$ cat src/rtl/adc_rd_pkg.sv
package adc_rd_pkg;
   localparam int FRAME_BITS = 16;
   localparam int LEAD_ZEROS = 4;

   typedef enum logic [1:0] {
      ST_IDLE  = 2'd0,
      ST_XFER  = 2'd1,
      ST_QUIET = 2'd2
   } rd_state_e;

   function automatic int trail_zeros(input int res);
      return FRAME_BITS - LEAD_ZEROS - res;
   endfunction
endpackage

$ cat src/rtl/adc_rd_sclk_gen.sv
module adc_rd_sclk_gen #(
   parameter int CLK_DIV    = 4,
   parameter int FRAME_BITS = 16
) (
   input  logic clk,
   input  logic rst_n,
   input  logic run,
   output logic sclk,
   output logic fall_evt,
   output logic last_evt
);
   localparam int HALF = CLK_DIV / 2;
   localparam int DW   = (CLK_DIV > 1) ? $clog2(CLK_DIV) : 1;
   localparam int CW   = $clog2(FRAME_BITS);

   logic [DW-1:0] div_q;
   logic [CW-1:0] cyc_q;
   logic          rise_evt;

   assign fall_evt = run && (div_q == DW'(HALF - 1));
   assign rise_evt = run && (div_q == DW'(CLK_DIV - 1));
   assign last_evt = rise_evt && (cyc_q == CW'(FRAME_BITS - 1));

   always_ff @(posedge clk or negedge rst_n) begin
      if (!rst_n) begin
         div_q <= '0;
         cyc_q <= '0;
         sclk  <= 1'b1;
      end else if (!run) begin
         div_q <= '0;
         cyc_q <= '0;
         sclk  <= 1'b1;
      end else begin
         if (rise_evt) begin
            div_q <= '0;
            cyc_q <= cyc_q + 1'b1;
            sclk  <= 1'b1;
         end else begin
            div_q <= div_q + 1'b1;
            if (fall_evt) sclk <= 1'b0;
         end
      end
   end
endmodule

$ cat src/rtl/adc_rd_deframe.sv
module adc_rd_deframe #(
   parameter int RES_BITS = 12
) (
   input  logic                clk,
   input  logic                rst_n,
   input  logic                shift_en,
   input  logic                sdin,
   input  logic                done,
   output logic [RES_BITS-1:0] result,
   output logic                result_valid,
   output logic                frame_error
);
   import adc_rd_pkg::*;
   localparam int TRAIL = trail_zeros(RES_BITS);
   localparam int TOP   = FRAME_BITS - LEAD_ZEROS - 1;

   logic [FRAME_BITS-1:0] shreg_q;
   logic                  lead_bad;
   logic                  trail_bad;

   always_ff @(posedge clk or negedge rst_n) begin
      if (!rst_n)        shreg_q <= '0;
      else if (shift_en) shreg_q <= {shreg_q[FRAME_BITS-2:0], sdin};
   end

   assign lead_bad = |shreg_q[FRAME_BITS-1 -: LEAD_ZEROS];

   generate
      if (TRAIL > 0) begin : g_trail
         assign trail_bad = |shreg_q[TRAIL-1:0];
      end else begin : g_no_trail
         assign trail_bad = 1'b0;
      end
   endgenerate

   always_ff @(posedge clk or negedge rst_n) begin
      if (!rst_n) begin
         result       <= '0;
         result_valid <= 1'b0;
         frame_error  <= 1'b0;
      end else begin
         result_valid <= done;
         if (done) begin
            result      <= shreg_q[TOP -: RES_BITS];
            frame_error <= lead_bad | trail_bad;
         end
      end
   end
endmodule

$ cat src/rtl/adc_rd_gap_timer.sv
module adc_rd_gap_timer #(
   parameter int QUIET_CYCLES = 8
) (
   input  logic clk,
   input  logic rst_n,
   input  logic run,
   output logic expired
);
   localparam int GW = $clog2(QUIET_CYCLES + 1);
   logic [GW-1:0] cnt_q;

   assign expired = run && (cnt_q == GW'(QUIET_CYCLES - 1));

   always_ff @(posedge clk or negedge rst_n) begin
      if (!rst_n)       cnt_q <= '0;
      else if (!run)    cnt_q <= '0;
      else if (!expired) cnt_q <= cnt_q + 1'b1;
   end
endmodule

$ cat src/rtl/adc_frame_reader.sv
module adc_frame_reader #(
   parameter int RES_BITS     = 12,
   parameter int CLK_DIV      = 4,
   parameter int QUIET_CYCLES = 8
) (
   input  logic                clk,
   input  logic                rst_n,
   input  logic                start_req,
   input  logic                adc_sdata,
   output logic                adc_cs_n,
   output logic                adc_sclk,
   output logic [RES_BITS-1:0] result,
   output logic                result_valid,
   output logic                frame_error
);
   import adc_rd_pkg::*;

   generate
      if (!(RES_BITS == 8 || RES_BITS == 10 || RES_BITS == 12)) begin : g_bad_res
         $error("RES_BITS must be 8, 10 or 12");
      end
      if (CLK_DIV < 2 || (CLK_DIV % 2) != 0) begin : g_bad_div
         $error("CLK_DIV must be even and at least 2");
      end
      if (QUIET_CYCLES < 1) begin : g_bad_quiet
         $error("QUIET_CYCLES must be at least 1");
      end
   endgenerate

   rd_state_e state_q;
   logic      pend_q;
   logic      go;
   logic      fall_evt;
   logic      last_evt;
   logic      gap_done;

   assign go = (state_q == ST_IDLE) && (start_req || pend_q);

   always_ff @(posedge clk or negedge rst_n) begin
      if (!rst_n) begin
         state_q  <= ST_IDLE;
         adc_cs_n <= 1'b1;
         pend_q   <= 1'b0;
      end else begin
         if (go)
            pend_q <= 1'b0;
         else if (start_req && state_q != ST_IDLE)
            pend_q <= 1'b1;

         unique case (state_q)
            ST_IDLE: if (go) begin
               state_q  <= ST_XFER;
               adc_cs_n <= 1'b0;
            end
            ST_XFER: if (last_evt) begin
               state_q  <= ST_QUIET;
               adc_cs_n <= 1'b1;
            end
            ST_QUIET: if (gap_done) state_q <= ST_IDLE;
            default: begin
               state_q  <= ST_IDLE;
               adc_cs_n <= 1'b1;
            end
         endcase
      end
   end

   adc_rd_sclk_gen #(
      .CLK_DIV   (CLK_DIV),
      .FRAME_BITS(FRAME_BITS)
   ) u_sclk (
      .clk     (clk),
      .rst_n   (rst_n),
      .run     (state_q == ST_XFER),
      .sclk    (adc_sclk),
      .fall_evt(fall_evt),
      .last_evt(last_evt)
   );

   adc_rd_deframe #(
      .RES_BITS(RES_BITS)
   ) u_deframe (
      .clk         (clk),
      .rst_n       (rst_n),
      .shift_en    (fall_evt),
      .sdin        (adc_sdata),
      .done        (last_evt),
      .result      (result),
      .result_valid(result_valid),
      .frame_error (frame_error)
   );

   adc_rd_gap_timer #(
      .QUIET_CYCLES(QUIET_CYCLES)
   ) u_gap (
      .clk    (clk),
      .rst_n  (rst_n),
      .run    (state_q == ST_QUIET),
      .expired(gap_done)
   );
endmodule

$ cat config.mk
export PLATFORM = sky130hd
export DESIGN_NAME = adc_frame_reader
export DESIGN_NICKNAME = d
export VERILOG_FILES = /design/src/rtl/adc_rd_pkg.sv /design/src/rtl/adc_rd_sclk_gen.sv /design/src/rtl/adc_rd_deframe.sv /design/src/rtl/adc_rd_gap_timer.sv /design/src/rtl/adc_frame_reader.sv
export SDC_FILE = /design/constraint.sdc
export NUM_CORES = 1
export LEC_CHECK = 0
export BUFFER_PORTS_ARGS = -buffer_cell sky130_fd_sc_hd__buf_2
export CORE_UTILIZATION = 50
export DETAILED_ROUTE_END_ITERATION = 12
export GPL_TIMING_DRIVEN = 0
export PLACE_DENSITY = 0.7
export SLEW_MARGIN = 20
export SYNTH_ARGS = -nofsm -noshare
export SYNTH_HDL_FRONTEND = slang
export SYNTH_SLANG_ARGS = --single-unit
export TNS_END_PERCENT = 1
$ cat constraint.sdc
create_clock -name clk -period 2.4 [get_ports clk]
set_input_delay 0.48 -clock clk [delete_from_list [all_inputs] [get_ports clk]]
set_output_delay 0.48 -clock clk [all_outputs]
set_load 0.02 [all_outputs]
==> results <==
- The endpoint identified for the worst register-to-register timing path is u_deframe.result[3]$_DFFE_PN0P_.
- In this run the critical register-to-register path is launched from u_sclk.div_q[0]$_DFF_PN0_.
- In the synthesized netlist the dominant register cell turns out to be sky130_fd_sc_hd__dfrtp_1.
- The peak ir drop on the vdd network is 0.392 mV.
- Summing internal, switching and leakage power gives 1.15 mW.
- The post-synthesis async set-or-reset flop share is 100%.
- The die is 62.3 µm wide.
- Global routing used 16.6% of the available tracks.
- The number of remaining DRC errors is 0.
- The routed layout has 1030 vias.
- The slack of the worst reg-to-reg path is 450 ps.
- The clock root buffer is sky130_fd_sc_hd__clkbuf_4.
- Data on the critical path is required at its endpoint by 2630 ps.
- The flow ran to the end, and the final reports show no timing, DRC or antenna violations.
- The post-route cell area is 2020 µm².
- The largest single stage delay on the critical path is 460 ps.
- The core region is 3420 µm².
- The buffer count from post-CTS setup fixing is 0.
- The critical path starts at u_sclk.div_q[0]$_DFF_PN0_.
- The area enclosed by the die boundary is 3880 µm².
- The repair_antennas step left the layout with diodes totalling 0.
- The H-tree was split into 2 levels.
- The clock-pin transition on the worst setup and hold timing paths is 130 ps.
- Summing the sequential cell areas from Yosys gives 62.1% of the chip area.
- The maximum number of pins on one net before global-route repair is 46.
- The leakage component of the power is 0.996 nW.
- The initial core utilization is 53.2%.
- Once detail routing completed, the nets flagged for antenna violations numbered 0.
- The clock reaches the later pin of the worst-skew pair after 350 ps.
- Setup violations remaining at the end of the flow were counted as 0.
- TritonCTS built the clock tree.
- The sum of negative setup slack is 0 ps.
- Once the clock tree was built, the resizer swapped 0 gates to a different size.
- The number of hold-slack violations in the final timing report is 0.
- At the pin with the least slew margin, the transition time is 952 ps.
- In this run, synthesis inferred 0 flip-flops with an integrated enable.
- The largest individual stage delay along the critical path comes from the cell sky130_fd_sc_hd__nor3_4.
- The total power per unit cell area is 570 nW/µm².
- Derived from the worst setup path, the maximum achievable clock frequency is 512 MHz.
- The worst-path maximum fanout is 10.
- The placement row count is 21.
- The number of pins with negative max-slew slack in the final report came to 0.
- The total clock sinks is 45.
- The summed instance area of the synthesized netlist is 1820 µm².
- The gate count of the mapped netlist is 125.
- The number of buffers inserted for hold repair after clock tree synthesis is 0.
- The critical path goes through ha_1 > buf_2 > nand2_1 > nor3_4 > buf_8 > mux2_4.
- The reported max-cap violation count is 0.
- The global-route wire length before repair is 4.82 mm.
- After synthesis, the mean cell area works out to 14.5 µm².
- The number of global-route vias before repair is 1040.
- The remaining max-slew budget at the tightest pin is 36.5%.
- After detailed routing, the average wire length per cell comes to 14.2 µm.
- STA classifies the critical path endpoint as a flop.
- The count of routing violations after the opening detailed-route iteration is 41.
- The fill cell total of the finished layout is 300.
- The wire-length estimate of the detail-placed layout is 1.97 mm.
- The share of the cycle needed by the critical path after routing is 81.3%.
- The initial antenna violation count came to 0.
- Input and output buffers added on the ports amount to 19.
- The number of cells on the worst reg-to-reg path is 6.
- The iteration count of the initial detailed-routing pass is 2.
- The final clock skew is 11.0 ps.
- Setup repair after global routing left no endpoint under its margin.
- The number of placed I/O pins is 20.
- STA classifies the critical path startpoint as a flop.
- Buffers inserted during clock tree synthesis total 5.
- The total overflow left after global routing is 0.
- The number of buffers between clock root and the deepest sink is 2.
- The total cell area at the placement stage is 1970 µm².
- The clock period minus final worst setup slack is 1950 ps.
- Of the cells placed in the final design, the portion with a size suffix greater than 1 is 41.4%.
- The critical path class is reg -> reg.
- The post-detailed-route via-to-cell ratio is 5.20.
- The final layout net count is 159.
- The die height is 62.3 µm.
- The class of the tightest hold or removal check is in -> async.
- Data on the critical path arrives at its endpoint at 2190 ps.
- After synthesis the netlist holds a flip-flop and latch count of 45.
- The weighted congestion reported at the end of routability-driven placement is 0.674.
- The synthesis-to-finish area growth is 11.3%.
- The count of warnings emitted by yosys is 0.
- Counting distinct cell types in the post-synthesis netlist gives 26.
- Wires add up to 2.81 mm.
- The number of nets handed over by synthesis was 133.
-- synthesized netlist by cell type, drive strengths merged (2+ instances only) --
cell type	count	area, µm²
buf	4	36.3
dfrtp	43	1080
dfstp	2	52.6
ha	4	50.1
inv	3	11.3
mux2	29	349
mux2i	3	30.0
nand2	3	11.3
nand3	2	10.0
nand3b	2	15.0
nor2	14	52.6
nor3	2	21.3
o21ai	3	15.0
xnor2	2	17.5
xor2	2	17.5
-- layout make-up --
cell class              instances  area [µm²]  share of cell area, %
clock inverters                 1        7.51                  0.371
repair buffers                 19        95.1                   4.70
clock buffers                   7        45.0                   2.23
flip-flops and latches         45        1130                   55.8
multi-input cells              73         642                   31.7
inverters                       3        11.3                  0.557
plain buffers                   4        36.3                   1.79
well taps                      46        57.6                   2.84
-- sequential cells by signal, indices dropped and copies added (netlist names) --
name and count:
state_q 2, pend_q 1, u_deframe.frame_error 1, u_sclk.cyc_q 4
u_deframe.result_valid 1, u_sclk.div_q 2, adc_cs_n 1, u_deframe.shreg_q 16
u_sclk.sclk 1, u_gap.cnt_q 4, u_deframe.result 12
-- worst max path at each step --
stage,end,slack [ps],cells after the start
2_1_floorplan,u_deframe.result[11]$_DFFE_PN0P_,710,6
3_3_place_gp,u_deframe.result[3]$_DFFE_PN0P_,500,6
3_5_place_dp,u_deframe.result[6]$_DFFE_PN0P_,470,6
4_1_cts,u_deframe.result[3]$_DFFE_PN0P_,430,6
5_1_grt,u_deframe.result[3]$_DFFE_PN0P_,320,6
6_report,u_deframe.result[3]$_DFFE_PN0P_,450,6
-- routing by layer --
metal	routed length, µm	part of all wire, %	vias up	GRT usage (%)
li1	-	-	487	-
met1	1290	46	518	20.4
met2	1370	49	19	27.5
met3	97	3.4	6	4.04
met4	55	2.0	0	7.85
met5	0	0	-	0
-- through the flow --
| step | cells | worst slack (ps) | utilization (%) | hold WS [ps] |
|---|---|---|---|---|
| 2_1_floorplan | 125 | 705 | - | 184 |
| 3_3_place_gp | 190 | 497 | 57.7 | 454 |
| 3_5_place_dp | 190 | 471 | 57.7 | 471 |
| 4_1_cts | 198 | 433 | 59.2 | 292 |
| 5_1_grt | 198 | 316 | 59.2 | 308 |
| 6_report | 198 | 448 | 59.2 | 264 |
-- report_power, final --
group / switching, mW / leakage [nW] / internal, mW
Combinational: 0.0177 / 0.404 / 0.0111
Sequential: 0.00816 / 0.567 / 0.769
Clock: 0.230 / 0.0255 / 0.116
-- kinds of logic after synthesis --
family          after synthesis  share of synthesized area [%]
simple gates                 27                           7.50
mux                          32                           20.9
fa+ha+maj                     4                           2.75
flops                        45                           62.1
xor+xnor                      4                           1.93
buf+inv                       7                           2.61
compound gates                6                           2.27
-- worst max-delay path, delay by kind of cell (launching register included) --
kind | cells | cell delay (ps)
adder cells (fa/ha/maj) | 1 | 150
AND/OR/NAND/NOR | 2 | 590
buffers and inverters | 2 | 390
flip-flops | 1 | 400
multiplexers | 1 | 310
-- cell usage in the layout, fill, tap and decap left out --
cell and instances:
sky130_fd_sc_hd__or2_2 1, sky130_fd_sc_hd__dfrtp_1 43, sky130_fd_sc_hd__mux2_4 6, sky130_fd_sc_hd__nor3_1 1, sky130_fd_sc_hd__mux2i_1 3, sky130_fd_sc_hd__xor2_1 2, sky130_fd_sc_hd__dfstp_2 2, sky130_fd_sc_hd__o311a_1 1
sky130_fd_sc_hd__nand3_1 2, sky130_fd_sc_hd__o21ai_0 3, sky130_fd_sc_hd__clkbuf_4 5, sky130_fd_sc_hd__nor2_1 14, sky130_fd_sc_hd__buf_6 1, sky130_fd_sc_hd__nand3b_1 2, sky130_fd_sc_hd__buf_2 21, sky130_fd_sc_hd__nand4_1 1
sky130_fd_sc_hd__ha_1 4, sky130_fd_sc_hd__nand2b_1 1, sky130_fd_sc_hd__buf_8 1, sky130_fd_sc_hd__xnor2_1 2, sky130_fd_sc_hd__nor3_4 1, sky130_fd_sc_hd__or4_1 1, sky130_fd_sc_hd__a211oi_1 1, sky130_fd_sc_hd__inv_1 3
sky130_fd_sc_hd__a31o_2 1, sky130_fd_sc_hd__clkbuf_1 2, sky130_fd_sc_hd__nand2_1 3, sky130_fd_sc_hd__clkinvlp_4 1, sky130_fd_sc_hd__mux2_2 23
Note: power is estimated with default switching activity, not from simulation.
